==> src/rtl/wirq_pkg.sv <==
`timescale 1ns/1ps
package wirq_pkg;
  typedef enum logic [2:0] {
    TRIG_LVL_LO = 3'b000,
    TRIG_FALL   = 3'b010,
    TRIG_LVL_HI = 3'b100,
    TRIG_RISE   = 3'b110,
    TRIG_BOTH   = 3'b111
  } trig_e;

  localparam int          ENABLE_BIT = 3;
  localparam int          CFG_BASE   = 32'h0000_0110;
  localparam int          ID_ADDR    = 32'h0000_1000;
  localparam logic [31:0] ID_WORD    = 32'h0003_0200;
endpackage

==> src/rtl/wirq_sync.sv <==
`timescale 1ns/1ps
module wirq_sync #(
  parameter int WIDTH = 16
) (
  input  logic             clk,
  input  logic             rst_n,
  input  logic [WIDTH-1:0] async_in,
  output logic [WIDTH-1:0] sync_out
);
  logic [WIDTH-1:0] meta_q;
  logic [WIDTH-1:0] stable_q;

  always_ff @(posedge clk or negedge rst_n) begin
    if (!rst_n) begin
      meta_q   <= '0;
      stable_q <= '0;
    end else begin
      meta_q   <= async_in;
      stable_q <= meta_q;
    end
  end

  assign sync_out = stable_q;
endmodule

==> src/rtl/wirq_regfile.sv <==
`timescale 1ns/1ps
module wirq_regfile
  import wirq_pkg::*;
#(
  parameter int NUM_LINES = 16,
  parameter int ADDR_W    = 13
) (
  input  logic                      clk,
  input  logic                      rst_n,
  input  logic [ADDR_W-1:0]         bus_addr,
  input  logic                      bus_wen,
  input  logic [31:0]               bus_wdata,
  output logic [31:0]               bus_rdata,
  output logic [NUM_LINES-1:0][3:0] line_ctl,
  output logic [NUM_LINES-1:0]      retype
);
  localparam logic [ADDR_W-1:0] ID_A = ADDR_W'(ID_ADDR);

  logic [NUM_LINES-1:0][31:0] cfg_q;
  logic [NUM_LINES-1:0][31:0] rd_term;
  logic [NUM_LINES-1:0]       hit;
  logic [NUM_LINES-1:0]       wr_en;

  for (genvar i = 0; i < NUM_LINES; i++) begin : g_line
    localparam logic [ADDR_W-1:0] LINE_A = ADDR_W'(CFG_BASE + 4 * i);

    assign hit[i]      = (bus_addr == LINE_A);
    assign wr_en[i]    = hit[i] & bus_wen;
    assign retype[i]   = wr_en[i] & (bus_wdata[2:0] != cfg_q[i][2:0]);
    assign line_ctl[i] = cfg_q[i][3:0];
    assign rd_term[i]  = hit[i] ? cfg_q[i] : 32'h0;

    always_ff @(posedge clk or negedge rst_n) begin
      if (!rst_n) begin
        cfg_q[i] <= '0;
      end else if (wr_en[i]) begin
        cfg_q[i] <= bus_wdata;
      end
    end
  end

  always_comb begin
    bus_rdata = (bus_addr == ID_A) ? ID_WORD : 32'h0;
    for (int i = 0; i < NUM_LINES; i++) begin
      bus_rdata = bus_rdata | rd_term[i];
    end
  end
endmodule

==> src/rtl/wirq_line.sv <==
`timescale 1ns/1ps
module wirq_line
  import wirq_pkg::*;
(
  input  logic       clk,
  input  logic       rst_n,
  input  logic [3:0] ctl,
  input  logic       retype,
  input  logic       lvl,
  output logic       irq
);
  logic prev_q;
  logic out_q;
  logic out_d;
  logic went_up;
  logic went_down;
  logic fire;

  always_comb begin
    went_up   = lvl & ~prev_q;
    went_down = ~lvl & prev_q;
    case (ctl[2:0])
      TRIG_LVL_LO: fire = ~lvl;
      TRIG_LVL_HI: fire = lvl;
      TRIG_RISE:   fire = went_up & ~retype;
      TRIG_FALL:   fire = went_down & ~retype;
      TRIG_BOTH:   fire = (went_up | went_down) & ~retype;
      default:     fire = 1'b0;
    endcase
    out_d = fire & ctl[ENABLE_BIT];
  end

  // The previous-sample register always tracks the raw synchronized level.
  // A type write therefore re-arms it with the present value.
  always_ff @(posedge clk or negedge rst_n) begin
    if (!rst_n) begin
      prev_q <= 1'b0;
      out_q  <= 1'b0;
    end else begin
      prev_q <= lvl;
      out_q  <= out_d;
    end
  end

  assign irq = out_q;
endmodule

==> src/rtl/wake_irq_normalizer.sv <==
`timescale 1ns/1ps
module wake_irq_normalizer
  import wirq_pkg::*;
#(
  parameter int NUM_LINES = 16,
  parameter int ADDR_W    = 13
) (
  input  logic                 clk,
  input  logic                 rst_n,
  input  logic [ADDR_W-1:0]    bus_addr,
  input  logic                 bus_wen,
  input  logic [31:0]          bus_wdata,
  output logic [31:0]          bus_rdata,
  input  logic [NUM_LINES-1:0] irq_in,
  output logic [NUM_LINES-1:0] irq_out
);
  logic [1:0]                rst_pipe;
  logic                      rst_nq;
  logic [NUM_LINES-1:0]      irq_lvl;
  logic [NUM_LINES-1:0][3:0] line_ctl;
  logic [NUM_LINES-1:0]      retype;

  always_ff @(posedge clk or negedge rst_n) begin
    if (!rst_n) begin
      rst_pipe <= 2'b00;
    end else begin
      rst_pipe <= {rst_pipe[0], 1'b1};
    end
  end
  assign rst_nq = rst_pipe[1];

  wirq_sync #(.WIDTH(NUM_LINES)) u_sync (
    .clk      (clk),
    .rst_n    (rst_nq),
    .async_in (irq_in),
    .sync_out (irq_lvl)
  );

  wirq_regfile #(.NUM_LINES(NUM_LINES), .ADDR_W(ADDR_W)) u_regs (
    .clk       (clk),
    .rst_n     (rst_nq),
    .bus_addr  (bus_addr),
    .bus_wen   (bus_wen),
    .bus_wdata (bus_wdata),
    .bus_rdata (bus_rdata),
    .line_ctl  (line_ctl),
    .retype    (retype)
  );

  for (genvar i = 0; i < NUM_LINES; i++) begin : g_ch
    wirq_line u_line (
      .clk    (clk),
      .rst_n  (rst_nq),
      .ctl    (line_ctl[i]),
      .retype (retype[i]),
      .lvl    (irq_lvl[i]),
      .irq    (irq_out[i])
    );
  end
endmodule

==> config.mk <==
export PLATFORM = sky130hd
export DESIGN_NAME = wake_irq_normalizer
export DESIGN_NICKNAME = d
export VERILOG_FILES = /design/src/rtl/wirq_pkg.sv /design/src/rtl/wirq_sync.sv /design/src/rtl/wirq_regfile.sv /design/src/rtl/wirq_line.sv /design/src/rtl/wake_irq_normalizer.sv
export SDC_FILE = /design/constraint.sdc
export NUM_CORES = 1
export LEC_CHECK = 0
export ABC_AREA = 1
export CAP_MARGIN = 20
export CORE_ASPECT_RATIO = 0.5
export CORE_MARGIN = 2
export CORE_UTILIZATION = 40
export CTS_CLUSTER_DIAMETER = 40
export CTS_CLUSTER_SIZE = 16
export DETAILED_ROUTE_END_ITERATION = 16
export PLACE_DENSITY = 0.66
export SYNTH_ARGS = -nofsm -noshare
export SYNTH_HDL_FRONTEND = slang
export SYNTH_SLANG_ARGS = --single-unit
export TNS_END_PERCENT = 100
==> constraint.sdc <==
create_clock -name clk -period 24.4 [get_ports clk]
set_input_delay 2.44 -clock clk [delete_from_list [all_inputs] [get_ports clk]]
set_output_delay 2.44 -clock clk [all_outputs]
set_load 0.01 [all_outputs]
## Word level (Yosys, flattened, before mapping)

Index checks and enable logic that the tools add are counted.

- Flip-flop bits (word level): 578
- Logic and storage cells: 405
- Output and inout bits: 48
- Bits of input ports: 64

- Eq/ne operators: 97
- Bitwise logic cells: 208
- Mux-type cells: 33
- Reductions and logical operators: 16

Operators by type and width:

| operator | count |
|---|---|
| 2-to-1 mux 32 bit | 16 |
| OR 32 bit | 16 |
| equality test 13 x 9 -> 1 bit (second input constant) | 16 |
| equality test 3 bit (second input constant) | 48 |
| bitwise AND 1 bit | 128 |
| one-hot mux 1 bit (5 select lines) | 16 |
| equality test 3 x 2 -> 1 bit (second input constant) | 16 |
| zero test 3 bit | 16 |
| != test 3 bit | 16 |
| inverter 1 bit | 48 |
| 2-to-1 mux 18 bit | 1 |
| OR 1 bit | 16 |
| equality test 13 bit (second input constant) | 1 |

## Longest topological paths before layout

Gate-level depths: netlist of the first run.

- Depth in word-level cells: 18
- Gate-level depth with buffers: 13
- Gate-level depth less buffers: 12

## Modules after synthesis

From an unflattened synthesis of the first run, not the netlist that was laid out.

- Cells, all modules: 3437
- Area, all modules: 27735.4 µm²

By module, submodules not included:

| module | cells an instance | sequential area each (µm²) | area each (µm²) | instances |
|---|---|---|---|---|
| wirq_regfile | 3034 | 12812.3 | 24407.2 | 1 |
| wirq_line at g_ch[0].u_line ... | 23 | 50.0 | 153.9 | 13 |
| wirq_sync | 32 | 800.8 | 800.8 | 1 |
| wirq_line at g_ch[7].u_line ... | 23 | 50.0 | 157.7 | 3 |
| wake_irq_normalizer | 3 | 50.0 | 53.8 | 1 |

## Worst setup path before layout of the first run

OpenSTA, ideal clock, no wires.

- Kind: in2out
- Start point: input bus_addr[1]
- End point: output bus_rdata[2]
- Arrival time: 3.518 ns
- Data required time: 21.960 ns
- Path slack: 18.442 ns
- Path buffers: 2
- Stages on the path: 9
- Cells stage by stage: nor2_2 > nand2_1 > nor2_2 > buf_4 > buf_2 > nand3_1 > nand4_1 > nor2_1 > nand2_1

- Longest elaborated chain between the ends: 18
- Elaborated cells on any way between the ends: 48
- Classes of those cells: eq/ne (16); mux (16); bitwise (16)

Ends and longest elaborated chain:

| what | RTL line | source |
|---|---|---|
| start, declared | wake_irq_normalizer.sv:10 | `input logic [ADDR_W-1:0] bus_addr,` |
| equality test 13 x 9 -> 1 bit | wirq_regfile.sv:27 | `assign hit[i] = (bus_addr == LINE_A);` |
| 2-to-1 mux 32 bit | wirq_regfile.sv:31 | `assign rd_term[i] = hit[i] ? cfg_q[i] : 32'h0;` |
| OR 32 bit (15 in series) | wirq_regfile.sv:45 | `bus_rdata = bus_rdata \| rd_term[i];` |
| OR 32 bit * | wirq_regfile.sv:45 |  |
| end, declared | wake_irq_normalizer.sv:13 | `output logic [31:0] bus_rdata,` |

Every way passes the cells marked *; elsewhere a longest branch is shown, timed or not.

## Worst setup path in the final report of the first run

- Start point: input bus_addr[7]
- End point: output bus_rdata[1]

The elaborated chain is that of the path after synthesis.

==> impl_metrics.py, run 1 <==
metrics = {
    "outcome": {
        "outcome": "finished clean",
    },
    "setup_path": {
        "end_kind": "output port",
        "slowest_delay_ns": 0.78,
        "path_common_cell": "nand2_1",
        "worstReg2RegStart": "rst_pipe[1]$_DFF_PN0_",
        "crit_path_start": "bus_addr[7]",
        "crit_path_start_kind": "primary input",
        "crit_path_max_fanout": 30,
        "cp_cell_sequence": "clkdlybuf4s50_1, nor2_4, nand2_2, nor2_4, nand2_1, inv_2, nand2_1, nand4_1, nor2_1, nand2_1, clkdlybuf4s50_1",
        "critPathKind": "in2out",
        "cpMaxStageDelayCell": "nor2_4",
        "cp.arrival_ns": 6.15,
        "r2r_cells": 3,
        "crit_required_ns": 21.96,
    },
    "flow_run": {
        "cap_violations": 0,
    },
    "cts": {
        "cts_buffers": 56,
        "cts_root_buffer": "clkbuf_16",
        "cts.repair.resized": 0,
        "holdBufCountCts": 0,
        "clk_latency_ns": 0.64,
        "clockBufferDepth": 3,
        "tritoncts": "yes",
        "htree_levels": 2,
        "clk_pin_slew_worst_paths_ns": 0.07,
        "cts_setup_buffers": 0,
        "cts.sinks": 578,
    },
    "synthesis": {
        "yosysSeqAreaShare_pct": 52.7,
        "synth_compound_area_share_pct": 11.5,
        "synth_simple_gate_area_share_pct": 25.2,
        "ys_types": 30,
        "synth_fa_ha_area_share_pct": 1.46,
        "synth_cells": 3330,
        "synth.net_count": 3426,
        "synth_top_family_by_area": "simple AND/OR/NAND/NOR gates",
        "synth_xor_area_share_pct": 1.53,
        "syn-cell-area_um2": 27400,
        "synthMuxAreaShare_pct": 0,
        "ys_seq_elements": 578,
        "syn_area_per_cell_um2": 8.23,
        "ys_warn_count": 0,
    },
    "drt": {
        "drt-total-wl_um": 80300,
        "num_vias": 22900,
        "first_pass_iters": 6,
        "wl_per_cell_um": 19.0,
        "drcViolationCount": 0,
        "ant_nets": 0,
        "drt-initial-drc-count": 2432,
        "vias_per_cell": 5.42,
    },
    "global_route": {
        "grt_pass1_wl_um": 128000,
        "globalRouteOverflowTotal": 0,
        "grt_pass1_vias": 21900,
        "globalRouteTotalUtil_pct": 22.9,
        "antenna_found_initial": 0,
        "grt_max_degree": 91,
    },
    "cells_and_area": {
        "syn2layout_area_growth_pct": 12.3,
        "antenna_cells": 0,
        "finalInstanceArea_um2": 30800,
        "drive_gt1_share_pct": 6.15,
        "fin_nets": 3386,
    },
    "place": {
        "dp_hpwl_um": 44800,
        "gp_congestion": 0.844,
        "place_area_um2": 28800,
        "port_buffers": 111,
    },
    "floorplan": {
        "start_util_pct": 40.7,
        "die_x_um": 374,
        "design.core.area_um2": 67400,
        "die_area_um2": 70800,
        "num_io_pins": 112,
        "die_y_um": 189,
        "row_count": 67,
    },
    "timing": {
        "fmax_mhz": 116,
        "maxSlewViolCount": 0,
        "skew_ns": 0.0355,
        "fin_crit_sh_pct": 35.2,
        "hold_viol": 0,
        "max_slew.worst_pin.slew_ns": 1.14,
        "fin_tns_setup_ns": 0,
        "rsz0062_at_grt": "no",
        "setup_viol": 0,
        "slew_headroom_pct": 23.9,
        "fin_crit_ns": 8.59,
    },
    "power": {
        "comb_power_share_pct": 3.5,
        "p_leak_nw": 14.3,
        "swShare_pct": 24.1,
        "clockPowerShare_pct": 47.6,
        "switching_power_mw": 0.477,
        "seqPwrFrac_pct": 48.9,
        "ir_drop_v": 0.0000486,
        "p_int_mw": 1.50,
        "p_per_area_nw_per_um2": 64.3,
    },
    "min_path": {
        "hp-class": "reg2async",
    },
}
synthesized netlist by cell type:
| cell type | instances | area, µm² |
|---|---|---|
| nor2_2 | 10 | 62.6 |
| and2_0 | 2 | 12.5 |
| o21ai_1 | 402 | 2010 |
| a21boi_0 | 2 | 15.0 |
| xnor2_1 | 48 | 420 |
| nand3_1 | 397 | 1990 |
| nand2_4 | 1 | 11.3 |
| inv_1 | 198 | 743 |
| buf_6 | 2 | 22.5 |
| nand2_1 | 882 | 3310 |
| nand3b_1 | 7 | 52.6 |
| a21boi_1 | 10 | 75.1 |
| nand4_1 | 94 | 588 |
| nand2_2 | 7 | 43.8 |
| ha_1 | 32 | 400 |
| o21ai_0 | 151 | 756 |
| conb_1 | 1 | 3.75 |
| and2_1 | 1 | 6.26 |
| nor2_4 | 9 | 101 |
| nor2_1 | 166 | 623 |
| buf_4 | 46 | 345 |
| a21oi_1 | 33 | 165 |
| inv_2 | 18 | 67.6 |
| buf_2 | 101 | 505 |
| buf_1 | 4 | 15.0 |
| dfrtp_1 | 578 | 14500 |
| clkbuf_1 | 100 | 375 |
| o211ai_1 | 16 | 120 |
| nor3_1 | 1 | 5.00 |
| nand3_2 | 11 | 110 |
flip-flops by register name (all words and copies together) (netlist names):
signal / cells
rst_pipe: 2
g_ch.u_line.prev_q: 16
g_ch.u_line.irq: 16
u_sync.sync_out: 16
u_sync.meta_q: 16
u_regs.cfg_q: 448
u_regs.line_ctl: 64
stage by stage:
stage          setup WS [ns]  utilization [%]  total power [mW]  hold WS [ns]  std cells
3_5_place_dp           15.87             42.7              1.06         0.309       4128
4_1_cts                15.84             45.6              2.00         0.311       4231
5_1_grt                15.71             45.7              2.05         0.337       4232
3_3_place_gp           15.86             42.6              1.06         0.298       4127
6_report               15.81             45.7              1.98         0.288       4232
2_1_floorplan           7.10                -              1.03         0.331       3330
worst max-delay path, delay by kind of cell:
| family | cells | cell delay (ns) |
|---|---|---|
| buf+inv | 3 | 1.53 |
| simple gates | 8 | 2.17 |
logic make-up after synthesis:
kind of cell	Yosys count
buf+inv	469
simple gates	1588
compound gates	614
flops	578
fa+ha+maj	32
other cells	1
xor+xnor	48
cells in the final DEF (no fill, tap or decap), drive strengths merged:
cell / synthesis / layout
clkinv: 0 / 11
o21ai: 553 / 553
clkbuf: 100 / 66
xnor2: 48 / 48
nand3b: 7 / 7
nand4: 94 / 94
clkdlybuf4s50: 0 / 111
nand3: 408 / 408
inv: 216 / 231
o211ai: 16 / 16
and2: 3 / 3
clkinvlp: 0 / 5
bufinv: 0 / 6
nand2: 890 / 890
a21boi: 12 / 12
dfrtp: 578 / 578
a21oi: 33 / 33
nor3: 1 / 1
ha: 32 / 32
conb: 1 / 1
buf: 153 / 44
nor2: 185 / 185
final cells by class:
cell class,instances,area (µm²)
clock buffer,66,1510
clock inverter,37,490
fill,6609,36600
inverter,216,811
multi-input combinational,2283,10900
sequential,578,14500
tap,897,1120
timing repair buffer,155,1470
power by group through the flow:
stage	registers (mW)	clock network (mW)	logic, mW
floorplan	1.00	0	0.0305
global placement	0.988	0	0.0693
detailed placement	0.988	0	0.0701
CTS	0.970	0.955	0.0704
global route	0.970	0.998	0.0787
finish	0.970	0.942	0.0695
worst paths after layout:
| check | slack, ns | to |
|---|---|---|
| worst min register to register | 0.29 | u_regs.cfg_q[245]$_DFFE_PN0P_ |
| worst max-delay path | 15.81 | bus_rdata[1] |
| max in group asynchronous | 21.17 | u_regs.cfg_q[4]$_DFFE_PN0P_ |
| worst max register to register | 21.17 | u_regs.cfg_q[4]$_DFFE_PN0P_ |
| min in group clk | 0.35 | rst_pipe[1]$_DFF_PN0_ |
| worst min-delay path | 0.29 | u_regs.cfg_q[245]$_DFFE_PN0P_ |
metal layers:
| metal | vias up | share of wire, % | track usage, % | routed length (µm) |
|---|---|---|---|---|
| li1 | 10900 | - | - | - |
| met3 | 137 | 6.7 | 2.95 | 5370 |
| met2 | 838 | 46 | 37.6 | 37300 |
| met4 | 0 | 2.6 | 6.70 | 2090 |
| met1 | 11100 | 44 | 31.9 | 35500 |
| met5 | - | 0 | 0 | 0 |
Note: power is estimated with default switching activity, not from simulation.
==> run 2, diff against run 1 <==
--- a/config.mk
+++ b/config.mk
@@ -13,7 +13,7 @@
 export CTS_CLUSTER_DIAMETER = 40
 export CTS_CLUSTER_SIZE = 16
 export DETAILED_ROUTE_END_ITERATION = 16
-export PLACE_DENSITY = 0.66
+export PLACE_DENSITY = 0.68
 export SYNTH_ARGS = -nofsm -noshare
 export SYNTH_HDL_FRONTEND = slang
 export SYNTH_SLANG_ARGS = --single-unit
==> constraint.sdc (replaced) <==
create_clock -name clk -period 6.9 [get_ports clk]
set_input_delay 0.69 -clock clk [delete_from_list [all_inputs] [get_ports clk]]
set_output_delay 0.69 -clock clk [all_outputs]
set_load 0.01 [all_outputs]
==> impl_metrics.py, run 2 (synthesized netlist as in run 1, its figures left out) <==
metrics = {
    "outcome": {
        "outcome": "finished clean",
    },
    "place": {
        "gp_congestion": 0.863,
        "dp_slack_ns": 2.10,
        "port_buffers": 111,
        "dp_hpwl_um": 45900,
        "post-place-cells": 4124,
    },
    "floorplan": {
        "die_area_um2": 70800,
        "die_x_um": 374,
        "die_y_um": 189,
        "start_util_pct": 40.7,
        "num_io_pins": 112,
        "design.core.area_um2": 67400,
        "row_count": 67,
    },
    "cells_and_area": {
        "largest_reg_flops": 448,
        "syn2layout_area_growth_pct": 12.4,
        "fin_nets": 3384,
        "layout_common_cells": "nand2_1 (882), dfrtp_1 (577), o21ai_1 (402)",
        "antenna_cells": 0,
        "drive_gt1_share_pct": 6.17,
        "layout.cells.non_filler": 4234,
        "top_register": "u_regs.cfg_q",
        "mostFrequentLayoutCell": "nand2_1",
    },
    "timing": {
        "fmax_mhz": 205,
        "skew_ns": 0.0241,
        "rsz0062_at_grt": "no",
        "fin_crit_sh_pct": 70.6,
        "hold_viol": 0,
        "slew_headroom_pct": 26.1,
        "worst_slack_ns": 2.03,
        "fin_tns_setup_ns": 0,
        "fin_crit_ns": 4.87,
        "maxSlewViolCount": 0,
        "max_slew.worst_pin.slew_ns": 1.11,
        "setup_viol": 0,
    },
    "setup_path": {
        "crit_path_max_fanout": 116,
        "r2r_setup_slack_ns": 4.53,
        "r2r_cells": 2,
        "worstReg2RegStart": "rst_pipe[1]$_DFF_PN0_",
        "end_kind": "output port",
        "regToRegEndpoint": "g_ch[6].u_line.irq$_DFF_PN0_",
        "slowest_delay_ns": 0.61,
        "cp_cell_sequence": "clkdlybuf4s50_1, inv_1, nor2_4, nand2_2, nor2_4, buf_12, nand2_1, inv_1, nand2_1, nand4_1, nor2_1, nand2_1, clkdlybuf4s50_1",
        "crit_path_start": "bus_addr[8]",
        "crit_required_ns": 6.21,
        "crit_path_start_kind": "primary input",
        "cp.arrival_ns": 4.18,
        "cpMaxStageDelayCell": "inv_1",
        "critPathKind": "in2out",
        "path_common_cell": "nand2_1",
    },
    "cts": {
        "clk_pin_slew_worst_paths_ns": 0.07,
        "cts.repair.resized": 0,
        "clk_latency_ns": 0.67,
        "cts_setup_buffers": 0,
        "holdBufCountCts": 0,
        "cts_buffers": 59,
        "cts_root_buffer": "clkbuf_16",
        "htree_levels": 2,
        "cts.sinks": 578,
        "clockBufferDepth": 3,
        "tritoncts": "yes",
    },
    "power": {
        "swShare_pct": 24.3,
        "seqPwrFrac_pct": 48.8,
        "p_leak_nw": 14.3,
        "ir_drop_v": 0.000212,
        "p_int_mw": 5.33,
        "fin_total_pwr_mw": 7.04,
        "clockPowerShare_pct": 47.8,
        "p_per_area_nw_per_um2": 228,
        "comb_power_share_pct": 3.4,
        "switching_power_mw": 1.71,
    },
    "global_route": {
        "antenna_found_initial": 0,
        "grt_pass1_vias": 21900,
        "met1_usage_pct": 30.7,
        "met2_usage_pct": 36.8,
        "grt_max_degree": 172,
        "grt_pass1_wl_um": 127000,
        "globalRouteOverflowTotal": 0,
        "gr-max-usage-layer": "met2",
        "globalRouteTotalUtil_pct": 22.5,
        "grtUsageMet3_pct": 3.68,
    },
    "drt": {
        "drt-total-wl_um": 79800,
        "ant_nets": 0,
        "num_vias": 23100,
        "first_pass_iters": 8,
        "drt-initial-drc-count": 2735,
        "vias_per_cell": 5.45,
        "wl_per_cell_um": 18.9,
        "drcViolationCount": 0,
    },
    "min_path": {
        "hp-class": "in2async",
    },
    "flow_run": {
        "cap_violations": 0,
    },
}
-- run 2: changes by cell type in the layout (fill, tap and decap cells not counted), sizes merged --
cell	delta
inv	+1
clkinv	+3
clkinvlp	+3
clkbuf	+1
bufinv	-1
buf	-5
-- run 2: metal layers --
layer	wire [µm]	vias up
li1	-	10800
met1	34400	11100
met2	36900	930
met3	6000	176
met4	2520	0
met5	0	-
-- run 2: final cells by class --
| class | instances | area [µm²] |
|---|---|---|
| fillers | 6489 | 36600 |
| flip-flops and latches | 578 | 14500 |
| multi-input cells | 2283 | 10900 |
| clock buffers | 67 | 1550 |
| repair buffers | 150 | 1450 |
| well taps | 897 | 1120 |
| inverters | 216 | 811 |
| clock inverters | 43 | 489 |
-- run 2: worst max-delay path by stage --
stage | endpoint | slack, ns | cells after the start
floorplan | g_ch[0].u_line.irq$_DFF_PN0_ | 1.29 | 0
global placement | bus_rdata[30] | 2.11 | 12
detailed placement | bus_rdata[30] | 2.10 | 12
CTS | bus_rdata[30] | 2.10 | 12
global route | bus_rdata[16] | 1.88 | 13
finish | bus_rdata[2] | 2.03 | 13
-- run 2: power groups by stage --
stage          sequential (mW)  clock [mW]  combinational (mW)
6_report                  3.43        3.36               0.240
5_1_grt                   3.44        3.57               0.271
4_1_cts                   3.43        3.41               0.245
3_5_place_dp              3.50           0               0.244
3_3_place_gp              3.50           0               0.241
2_1_floorplan             3.53           0               0.108
-- run 2: critical path: cells and delay by family --
family / cells / cell delay [ns]
buffers and inverters: 5 / 2.27
AND/OR/NAND/NOR: 8 / 1.16
-- run 2: per-stage QoR --
step | hold slack, ns | utilization [%] | instance area [µm²]
2_1_floorplan | 0.331 | - | 27400
3_3_place_gp | 0.334 | 42.7 | 28800
3_5_place_dp | 0.336 | 42.7 | 28800
4_1_cts | 0.179 | 45.7 | 30800
5_1_grt | 0.178 | 45.7 | 30800
6_report | 0.200 | 45.7 | 30800
